### src/rtl/tdm_fmt_pkg.sv
// Package: shared encodings and decode helpers for the pixel bus formatter.
// Assumes bus widths never exceed 16 bits and at most three cycle slots.
package tdm_fmt_pkg;

    typedef enum logic [1:0] {
        BUSW_8  = 2'd0,
        BUSW_9  = 2'd1,
        BUSW_12 = 2'd2,
        BUSW_16 = 2'd3
    } busw_e;

    typedef enum logic [1:0] {
        SLOTS_ONE   = 2'd0,
        SLOTS_TWO   = 2'd1,
        SLOTS_THREE = 2'd2,
        SLOTS_RSVD  = 2'd3
    } slots_e;

    // Decode the width code into a bit count.
    function automatic logic [4:0] bus_width(input logic [1:0] sel);
        logic [4:0] w;
        case (busw_e'(sel))
            BUSW_8:  w = 5'd8;
            BUSW_9:  w = 5'd9;
            BUSW_12: w = 5'd12;
            default: w = 5'd16;
        endcase
        return w;
    endfunction

    // Index of the last slot in a group; a single slot when multiplexing is off.
    function automatic logic [1:0] last_slot(input logic tdm, input logic [1:0] fmt);
        logic [1:0] l;
        if (!tdm) begin
            l = 2'd0;
        end else begin
            case (slots_e'(fmt))
                SLOTS_ONE: l = 2'd0;
                SLOTS_TWO: l = 2'd1;
                default:   l = 2'd2;
            endcase
        end
        return l;
    endfunction

endpackage

### src/rtl/tdm_cycle_seq.sv
// Module: slot sequencer. Tracks the slot within a group, detects packing
// and produces the input handshake. Assumes configuration is static while
// a group is in progress and that every slot consumes one valid cycle.
module tdm_cycle_seq
    import tdm_fmt_pkg::*;
#(
    parameter int NCYC  = 3,
    parameter int CNT_W = 5,
    parameter int CYC_W = 2
) (
    input  logic                   clk,
    input  logic                   rst_n,
    input  logic                   tdm_en,
    input  logic [1:0]             cyc_fmt,
    input  logic [NCYC*CNT_W-1:0]  p2_cnt,
    input  logic                   in_valid,
    output logic [CYC_W-1:0]       cyc,
    output logic                   seq_last,
    output logic                   pack,
    output logic                   in_ready,
    output logic                   capture
);

    logic [CYC_W-1:0] last_idx;
    logic [CYC_W-1:0] cyc_q;
    logic [NCYC-1:0]  p2_used;

    assign last_idx = CYC_W'(last_slot(tdm_en, cyc_fmt));

    // A slot carries second-pixel bits only when it lies inside the group and is not slot 0.
    for (genvar k = 0; k < NCYC; k++) begin : g_p2_used
        if (k == 0) begin : g_first
            assign p2_used[k] = 1'b0;
        end else begin : g_later
            assign p2_used[k] = (p2_cnt[k*CNT_W +: CNT_W] != '0) && (CYC_W'(k) <= last_idx);
        end
    end

    assign pack     = tdm_en && (|p2_used);
    assign seq_last = (cyc_q >= last_idx);
    assign in_ready = in_valid && (seq_last || (pack && (cyc_q == '0)));
    assign capture  = in_valid && (cyc_q == '0);
    assign cyc      = cyc_q;

    // Advance the slot on every accepted cycle and wrap after the last one.
    always_ff @(posedge clk) begin
        if (!rst_n) begin
            cyc_q <= '0;
        end else if (in_valid) begin
            cyc_q <= seq_last ? '0 : cyc_q + 1'b1;
        end
    end

endmodule

### src/rtl/tdm_cnt_select.sv
// Module: per-slot count and offset selection. Builds running bit offsets
// for both pixels from the programmed counts and picks those of the
// current slot. Assumes the slot-0 second-pixel count is never used.
module tdm_cnt_select #(
    parameter int NCYC  = 3,
    parameter int CNT_W = 5,
    parameter int CYC_W = 2,
    parameter int PTR_W = 7
) (
    input  logic [CYC_W-1:0]       cyc,
    input  logic                   tdm_en,
    input  logic                   pack,
    input  logic [4:0]             width,
    input  logic [NCYC*CNT_W-1:0]  p1_cnt,
    input  logic [NCYC*CNT_W-1:0]  p2_cnt,
    output logic [CNT_W-1:0]       n1,
    output logic [CNT_W-1:0]       n2,
    output logic [PTR_W-1:0]       ptr1,
    output logic [PTR_W-1:0]       ptr2
);

    logic [CNT_W-1:0] c1   [NCYC];
    logic [CNT_W-1:0] c2   [NCYC];
    logic [PTR_W-1:0] pre1 [NCYC];
    logic [PTR_W-1:0] pre2 [NCYC];

    // Unpack counts and form prefix sums of the bits already sent.
    for (genvar k = 0; k < NCYC; k++) begin : g_pre
        assign c1[k] = p1_cnt[k*CNT_W +: CNT_W];
        assign c2[k] = p2_cnt[k*CNT_W +: CNT_W];
        if (k == 0) begin : g_zero
            assign pre1[k] = '0;
            assign pre2[k] = '0;
        end else if (k == 1) begin : g_one
            assign pre1[k] = PTR_W'(c1[0]);
            assign pre2[k] = '0;
        end else begin : g_rest
            assign pre1[k] = pre1[k-1] + PTR_W'(c1[k-1]);
            assign pre2[k] = pre2[k-1] + PTR_W'(c2[k-1]);
        end
    end

    // Select the counts and offsets of the active slot.
    always_comb begin
        logic [CNT_W-1:0] s1, s2;
        logic [PTR_W-1:0] o1, o2;
        s1 = '0;
        s2 = '0;
        o1 = '0;
        o2 = '0;
        for (int i = 0; i < NCYC; i++) begin
            if (cyc == CYC_W'(i)) begin
                s1 = c1[i];
                s2 = c2[i];
                o1 = pre1[i];
                o2 = pre2[i];
            end
        end
        n1   = tdm_en ? s1 : CNT_W'(width);
        ptr1 = tdm_en ? o1 : '0;
        n2   = (tdm_en && pack && (cyc != '0)) ? s2 : '0;
        ptr2 = o2;
    end

endmodule

### src/rtl/tdm_bit_slicer.sv
// Module: bit slicer. Cuts a run of bits from each pixel, MSB-first, joins
// them and left-aligns the result on a bus of the selected width. Assumes
// BUS_MAX does not exceed twice the pixel width.
module tdm_bit_slicer #(
    parameter int PIX_W   = 24,
    parameter int BUS_MAX = 16,
    parameter int CNT_W   = 5,
    parameter int PTR_W   = 7
) (
    input  logic [PIX_W-1:0]   pix1,
    input  logic [PIX_W-1:0]   pix2,
    input  logic [CNT_W-1:0]   n1,
    input  logic [CNT_W-1:0]   n2,
    input  logic [PTR_W-1:0]   ptr1,
    input  logic [PTR_W-1:0]   ptr2,
    input  logic [4:0]         width,
    output logic [BUS_MAX-1:0] word,
    output logic               overflow
);

    localparam int CAT_W = 2 * PIX_W;

    logic [PIX_W-1:0]   s1, s2;
    logic [CAT_W-1:0]   cat;
    logic [BUS_MAX-1:0] top;
    logic [5:0]         rsh;

    // Keep only the requested leading bits of each shifted pixel.
    always_comb begin
        s1 = (pix1 << ptr1) & ~({PIX_W{1'b1}} >> n1);
        s2 = (pix2 << ptr2) & ~({PIX_W{1'b1}} >> n2);
    end

    // Join the two runs and move the joined field down to the bus width.
    always_comb begin
        cat  = {s1, {PIX_W{1'b0}}} | ({s2, {PIX_W{1'b0}}} >> n1);
        top  = cat[CAT_W-1 -: BUS_MAX];
        rsh  = 6'(BUS_MAX) - {1'b0, width};
        word = top >> rsh;
    end

    // Flag slots whose counts ask for more bits than the bus carries.
    assign overflow = ((CNT_W+1)'(n1) + (CNT_W+1)'(n2)) > (CNT_W+1)'(width);

endmodule

### src/rtl/tdm_pixel_formatter.sv
// Module: top of the time-multiplexed pixel bus formatter. Holds the first
// pixel of a group, drives the registered bus word and tracks the sticky
// overflow flag. Assumes configuration changes only between groups.
module tdm_pixel_formatter
    import tdm_fmt_pkg::*;
#(
    parameter int PIX_W   = 24,
    parameter int BUS_MAX = 16,
    parameter int NCYC    = 3,
    parameter int CNT_W   = 5
) (
    input  logic                  clk,
    input  logic                  rst_n,
    input  logic                  tdm_en,
    input  logic [1:0]            cyc_fmt,
    input  logic [1:0]            width_sel,
    input  logic [NCYC*CNT_W-1:0] p1_cnt,
    input  logic [NCYC*CNT_W-1:0] p2_cnt,
    input  logic                  in_valid,
    output logic                  in_ready,
    input  logic [PIX_W-1:0]      in_data,
    output logic [BUS_MAX-1:0]    bus_data,
    output logic                  bus_de,
    output logic                  cfg_err
);

    localparam int CYC_W = (NCYC > 1) ? $clog2(NCYC) : 1;
    localparam int PTR_W = CNT_W + CYC_W;

    logic [CYC_W-1:0]   cyc_q;
    logic               seq_last;
    logic               pack;
    logic               capture;
    logic [4:0]         width;
    logic [PIX_W-1:0]   hold_q;
    logic [PIX_W-1:0]   pix1;
    logic [CNT_W-1:0]   n1, n2;
    logic [PTR_W-1:0]   ptr1, ptr2;
    logic [BUS_MAX-1:0] word;
    logic               overflow;

    assign width = bus_width(width_sel);
    assign pix1  = (cyc_q == '0) ? in_data : hold_q;

    tdm_cycle_seq #(
        .NCYC  (NCYC),
        .CNT_W (CNT_W),
        .CYC_W (CYC_W)
    ) u_seq (
        .clk      (clk),
        .rst_n    (rst_n),
        .tdm_en   (tdm_en),
        .cyc_fmt  (cyc_fmt),
        .p2_cnt   (p2_cnt),
        .in_valid (in_valid),
        .cyc      (cyc_q),
        .seq_last (seq_last),
        .pack     (pack),
        .in_ready (in_ready),
        .capture  (capture)
    );

    tdm_cnt_select #(
        .NCYC  (NCYC),
        .CNT_W (CNT_W),
        .CYC_W (CYC_W),
        .PTR_W (PTR_W)
    ) u_sel (
        .cyc    (cyc_q),
        .tdm_en (tdm_en),
        .pack   (pack),
        .width  (width),
        .p1_cnt (p1_cnt),
        .p2_cnt (p2_cnt),
        .n1     (n1),
        .n2     (n2),
        .ptr1   (ptr1),
        .ptr2   (ptr2)
    );

    tdm_bit_slicer #(
        .PIX_W   (PIX_W),
        .BUS_MAX (BUS_MAX),
        .CNT_W   (CNT_W),
        .PTR_W   (PTR_W)
    ) u_slice (
        .pix1     (pix1),
        .pix2     (in_data),
        .n1       (n1),
        .n2       (n2),
        .ptr1     (ptr1),
        .ptr2     (ptr2),
        .width    (width),
        .word     (word),
        .overflow (overflow)
    );

    // Keep the first pixel of a group for the slots after slot 0.
    always_ff @(posedge clk) begin
        if (!rst_n) begin
            hold_q <= '0;
        end else if (capture) begin
            hold_q <= in_data;
        end
    end

    // Register the bus word, its strobe and the sticky overflow flag.
    always_ff @(posedge clk) begin
        if (!rst_n) begin
            bus_de   <= 1'b0;
            bus_data <= '0;
            cfg_err  <= 1'b0;
        end else begin
            bus_de   <= in_valid;
            bus_data <= in_valid ? word : '0;
            cfg_err  <= cfg_err | (in_valid && tdm_en && overflow);
        end
    end

endmodule

### config.mk
export PLATFORM = sky130hd
export DESIGN_NAME = tdm_pixel_formatter
export DESIGN_NICKNAME = d
export VERILOG_FILES = /design/src/rtl/tdm_fmt_pkg.sv /design/src/rtl/tdm_cycle_seq.sv /design/src/rtl/tdm_cnt_select.sv /design/src/rtl/tdm_bit_slicer.sv /design/src/rtl/tdm_pixel_formatter.sv
export SDC_FILE = /design/constraint.sdc
export NUM_CORES = 1
export LEC_CHECK = 0
export ABC_AREA = 0
export CORE_AREA = 2 2 126 128
export CTS_CLUSTER_DIAMETER = 100
export DETAILED_ROUTE_END_ITERATION = 10
export DIE_AREA = 0 0 128 130
export PLACE_DENSITY = 0.78
export SLEW_MARGIN = 5
export SYNTH_ARGS = -nofsm -noshare
export SYNTH_HDL_FRONTEND = slang
export SYNTH_HIERARCHICAL = 1
export SYNTH_SLANG_ARGS = --single-unit
### constraint.sdc
create_clock -name clk -period 4 [get_ports clk]
set_input_delay 0.6 -clock clk [delete_from_list [all_inputs] [get_ports clk]]
set_output_delay 0.6 -clock clk [all_outputs]
set_load 0.05 [all_outputs]
; ---- Word level (Yosys, flattened, before mapping)
; Index checks and enable logic that the tools add are counted.
[word_totals]
regBits = 44
latchBits = 0
mem_bits_rw = 0
mem_bits_ro = 0
in_bits = 62
output_inout_bits = 19
word_cells = 66
memories = 0
[classes]
add_sub_neg = 4
n_mul = 0
div = 0
order_cmp = 4
eq_ne = 5
shifts = 6
muxes = 17
bitwise = 6
reduce_logical = 19
[op_table]
columns = cell, n
row1 = 5-bit 2-to-1 mux, 10
row2 = 24-bit AND, 2
row3 = 24-bit inverter, 2
row4 = 48-bit bitwise OR, 1
row5 = 24-bit by 5-bit right shift with 24-bit output (first input constant), 2
row6 = 48-bit by 5-bit right shift with 48-bit output, 1
row7 = 24-bit 2-to-1 mux, 1
row8 = 24-bit by 5-bit left shift with 24-bit output, 1
row9 = 24-bit by 7-bit left shift with 24-bit output, 1
row10 = 16-bit by 6-bit right shift with 16-bit output, 1
row11 = 5-bit case mux with 3 select lines, 1
row12 = 7-bit 2-to-1 mux, 2
row13 = 5-bit by 5-bit adder with 6-bit output, 2
row14 = 1-bit logical AND, 10
row15 = 5-bit nonzero test, 2
row16 = 2-bit by 1-bit equality test with 1-bit output (second input constant), 3
row17 = 6-bit by 5-bit greater-than comparator with 1-bit output, 1
row18 = 2-bit zero test, 3
row19 = 5-bit by 5-bit subtractor with 6-bit output (first input constant), 1
row20 = 2-bit equality test (second input constant), 2
row21 = 2-bit 2-to-1 mux, 2
row22 = 2-bit case mux with 2 select lines, 1
row23 = 2-bit by 1-bit adder with 2-bit output (second input constant), 1
row24 = 2-bit >= comparator, 1
row25 = other kinds (7), 7

; ---- Depth between registers and ports, before layout
[depth]
depth_word = 16
ltp_mapped = 18
depth_no_buf = 17

; ---- Modules after synthesis
; The synthesis kept the hierarchy.
[modules_own_cells]
columns = module, n_inst, cells_each, area_per_inst_um2, seq_area_each_um2
row1 = tdm_bit_slicer, 1, 767, 5511.5, 0.0
row2 = tdm_pixel_formatter, 1, 149, 1730.4, 840.8
row3 = tdm_cnt_select, 1, 84, 631.9, 0.0
row4 = tdm_cycle_seq, 1, 29, 234.0, 40.0

; ---- Least setup slack after synthesis
; Ideal clock, no wire load.
[synth_timing]
path_kind = in2reg
startpoint = input port p2_cnt[5]
endpoint = register bus_data[5]
setup_ns = 0.116
arrival_ns = 4.245
required_time_ns = 3.885
setup_slack_ns = -0.360
path_stages = 17
n_path_buf = 1
cell_sequence = or4_1 o21ai_1 o21ai_1 o211ai_1 nor2_1 clkbuf_1 or3_1 or3_1 o311ai_2 nor4_2 a221oi_2 a41oi_1 nor3_1 a2111oi_4 a2111o_1 o21a_1 and3_1
[synth_between]
elab_chain_len = 13
elab_cells_between_ends = 17
cone_classes = 4 x shift / 4 x mux / 3 x bitwise / 6 x reduce/logical
[synth_lines]
columns = item, line
row1 = from (decl), tdm_pixel_formatter.sv:18  ; input logic [NCYC*CNT_W-1:0] p2_cnt,
row2 = 5-bit nonzero test, tdm_cycle_seq.sv:35  ; assign p2_used[k] = (p2_cnt[k*CNT_W +: CNT_W] != '0) && (CYC_W'(k) <= last_idx);
row3 = 1-bit logical AND, tdm_cycle_seq.sv:35
row4 = 2-bit OR reduction, tdm_cycle_seq.sv:39  ; assign pack = tdm_en && (|p2_used);
row5 = 1-bit logical AND, tdm_cycle_seq.sv:39
row6 = via pack, tdm_pixel_formatter.sv:32  ; logic pack;
row7 = 1-bit logical AND (2 in series), tdm_cnt_select.sv:61  ; n2 = (tdm_en && pack && (cyc != '0)) ? s2 : '0;
row8 = 5-bit 2-to-1 mux, tdm_cnt_select.sv:61
row9 = via n2[2], tdm_pixel_formatter.sv:37  ; logic [CNT_W-1:0] n1, n2;
row10 = 24-bit by 5-bit right shift with 24-bit output, tdm_bit_slicer.sv:31  ; s2 = (pix2 << ptr2) & ~({PIX_W{1'b1}} >> n2);
row11 = 24-bit inverter, tdm_bit_slicer.sv:31
row12 = 24-bit AND, tdm_bit_slicer.sv:31
row13 = 48-bit by 5-bit right shift with 48-bit output, tdm_bit_slicer.sv:36  ; cat = {s1, {PIX_W{1'b0}}} | ({s2, {PIX_W{1'b0}}} >> n1);
row14 = 48-bit bitwise OR, tdm_bit_slicer.sv:36
row15 = 16-bit by 6-bit right shift with 16-bit output, tdm_bit_slicer.sv:39  ; word = top >> rsh;
row16 = via word[5], tdm_pixel_formatter.sv:39  ; logic [BUS_MAX-1:0] word;
row17 = to (signal assigned), tdm_pixel_formatter.sv:115  ; bus_data <= in_valid ? word : '0;
row18 = to (decl), tdm_pixel_formatter.sv:22  ; output logic [BUS_MAX-1:0] bus_data,
; The timed path passes the listed nets, and every way through them passes these cells.
; A chain may end at the register's enable or synchronous reset.

; ---- Worst setup path in the final report
[layout_timing]
startpoint = input port p2_cnt[14]
endpoint = register bus_data[8]
; The elaborated chain is that of the path after synthesis.

==> impl_metrics.json <==
{
  "synth-seq-cells": 44,
  "grt_pass1_vias": 10900,
  "multi_input_area_sq_um": 7290,
  "post-route-min-period_ns": 4.35,
  "dr.pass1.iters": 6,
  "synth.distinct_cells": 104,
  "drt_iter0_markers": 1684,
  "layout_common_cells": "buf_4, mux2i_1, nand2_1",
  "required_ns": 4.21,
  "gr-total-overflow": 0,
  "register_area_sq_um": 881,
  "die_x_microns": 128,
  "cp_top_family": "simple AND/OR/NAND/NOR gates",
  "setup_violations": 15,
  "skew_ns": 0.0119,
  "ys.warnings.count": 6,
  "synth-edff-count": 0,
  "period_share_pct": 109,
  "power.total_mw": 2.65,
  "coreArea_sq_um": 15400,
  "rows": 46,
  "cts_tree": "done",
  "hold_viol_final": 0,
  "cp-end-kind": "flop",
  "post_drt_wl_per_cell_microns": 25.3,
  "powerDensity_nw_per_um2": 211,
  "synth_top_family_by_area": "compound AO/OA/AOI/OAI gates",
  "async_reset_ff_share_pct": 0,
  "relSlewSlack_pct": 55.7,
  "synth_area_sq_um": 8110,
  "die_h_microns": 130,
  "fmax_mhz": 230,
  "synthCells": 1029,
  "synth_compound_area_share_pct": 29.8,
  "cp_max_fo": 5,
  "instances_no_fill": 1622,
  "p_leak_nw": 4.96,
  "place_inst": 1581,
  "seq_area_frac_synth_pct": 10.9,
  "slew_viol_final": 0,
  "cap_violations": 0,
  "yosys.area_share.adder_pct": 3.43,
  "cts-buffers-inserted": 5,
  "min_path_cells": 2,
  "placed_area_sq_um": 11600,
  "grt_pass1_wl_microns": 60500,
  "path_buf_inv": 5,
  "grtUsageMet2_pct": 76.3,
  "grt_max_degree": 44,
  "yosys.area_share.simple_pct": 23.5,
  "area_growth_pct": 55.0,
  "yosys.area_share.xor_xnor_pct": 1.19,
  "fill_cells": 951,
  "synth_mux_area_share_pct": 23.4,
  "htreeDepth": 2,
  "via_per_inst": 7.00,
  "reg2reg_depth": 16,
  "clkSlewWorstSetupHoldPaths_ns": 0.07,
  "synth_ff_type": "dfxtp_1",
  "vias": 11400,
  "postCtsHoldBufs": 0,
  "portBuffers": 77,
  "final_area_sq_um": 12600,
  "critPathSlowestCell": "or4_4",
  "hp-class": "reg2reg",
  "postRouteAntennaNets": 0,
  "syn-mean-instance-area_sq_um": 7.88,
  "setup.worst_path.start_class": "input pin",
  "arrival_ns": 4.56,
  "ioPinCount": 81,
  "path_common_cell": "buf_4",
  "globalRouteMet1Util_pct": 57.0,
  "fin_ws_ns": -0.351,
  "final_nets": 1511,
  "rsz0062_at_grt": "true",
  "failed_checks": "setup timing",
  "final_common_cell": "buf_4",
  "use_met3_pct": 13.2,
  "grt.busiest_layer": "met2",
  "hpwl_microns": 29700,
  "path_cells": "buf_2, or4_4, nor2_2, o21ai_1, o211ai_1, nor2_2, or3_4, or3_4, o311ai_4, buf_4, nor4_4, buf_4, o21ai_2, o31ai_2, buf_4, o2111a_1, o21a_1, nor3_4, buf_4, nor2_1, and3_1",
  "start_util_pct": 52.6,
  "drcViolationCount": 0,
  "cts_root_buf": "clkbuf_16",
  "path_depth": 21,
  "grt_antenna_before_repair": 1,
  "ir_drop_mv": 0.226,
  "reg2reg_slack_ns": -0.19,
  "cts_sinks": 44,
  "cts.path.max_buffers": 2,
  "drive_gt1_share_pct": 42.8,
  "tightestPinTransition_ns": 0.664,
  "status": "finished with violations",
  "cp_slowest_stage_delay_ns": 0.53,
  "path_class": "in2reg",
  "routed_wl_microns": 41000,
  "postLayoutCoreUtil_pct": 81.5,
  "track_usage_pct": 47.2,
  "dieArea_sq_um": 16600,
  "dp_slack_ns": -1.20,
  "insertion_delay_ns": 0.31,
  "gp_congestion": 1.10
}
==> final timing paths <==
check,endpoint,from
setup / recovery,bus_data[8]$_SDFF_PN0_,p2_cnt[14]
hold / removal,hold_q[21]$_SDFFE_PN0P_,hold_q[21]$_SDFFE_PN0P_
setup reg to reg,bus_data[5]$_SDFF_PN0_,u_seq/cyc[1]$_SDFFE_PN0P_
hold reg to reg,hold_q[21]$_SDFFE_PN0P_,hold_q[21]$_SDFFE_PN0P_
==> per-layer routing <==
layer,vias to the layer above,share of wire [%]
met5,-,0
met4,0,7.6
met3,294,12
met2,1030,43
met1,5216,37
li1,4816,-
==> stage by stage <==
stage | hold WS, ns | setup TNS, ns
floorplan | 0.478 | -0.248
global placement | 0.476 | -12.98
global route | 0.585 | -5.23
CTS | 0.520 | -2.35
detailed placement | 0.502 | -14.89
finish | 0.568 | -3.43
==> worst reg2reg max path, cell delays in order (launching register included) <==
cell       delay (ns)
dfxtp_1          0.34
nor2b_4          0.19
and2_2           0.29
buf_4            0.21
mux2i_2          0.41
o32ai_4          0.18
buf_4            0.16
a221oi_2         0.59
nor4_4           0.12
a221oi_4         0.37
a41oi_4          0.19
buf_6            0.16
nor3_4           0.25
a2111oi_4        0.08
a2111o_1         0.30
o21a_1           0.10
and3_1           0.16
==> power by group <==
| group | switching, mW | leakage (nW) | internal (mW) |
|---|---|---|---|
| Clock | 0.215 | 0.0701 | 0.250 |
| Sequential | 0.0159 | 0.360 | 0.465 |
| Combinational | 0.929 | 4.53 | 0.769 |
| Total | 1.16 | 4.96 | 1.48 |
==> cells by family (layout without fill, tap and decap cells) <==
family                     after synthesis  after routing
and+or+nand+nor                        359            359
buffers and inverters                  117            513
muxes                                  156            156
DFF                                     44             44
AOI/OAI and AO/OA                      319            319
adders and majority gates               21             21
xor gates and xnor gates                11             11
other                                    2              7
==> cell type report <==
class                   count  area share, %
clock buffers               7           1.14
diodes                      1         0.0199
well taps                 192           1.91
multi-input cells         872           58.0
clock inverters             1         0.0597
flip-flops and latches     44           7.01
repair buffers            477           31.0
inverters                  28          0.836
==> timing repair <==
action / 4_1_cts / 5_1_grt
gates cloned: 0 / 0
buffers inserted: 26 / 8
setup endpoints to repair: 17 / 16
pin swaps: 53 / 38
resized for setup: 121 / 54
==> flip-flops by register name, summed over array words and instances (netlist names) <==
signal     cells
bus_data      16
u_seq/cyc      2
cfg_err        1
hold_q        24
bus_de         1
==> synth_stat cells (all sizes together), types with 17 or more instances <==
cell | count | share of area (%)
mux2i | 97 | 12
ha | 19 | 2.9
o22ai | 28 | 2.2
clkbuf | 41 | 1.9
a21oi | 45 | 2.8
buf | 48 | 4.6
mux4 | 21 | 5.8
o32ai | 17 | 2.0
dfxtp | 44 | 11
o221ai | 20 | 2.2
mux2 | 38 | 5.4
and3 | 20 | 1.5
nand3 | 21 | 1.3
o21ai | 41 | 2.6
nor2 | 68 | 3.3
nor3 | 41 | 2.6
nor2b | 40 | 3.2
nand2 | 73 | 3.4
inv | 26 | 1.2
Note: power is estimated with default switching activity, not from simulation.
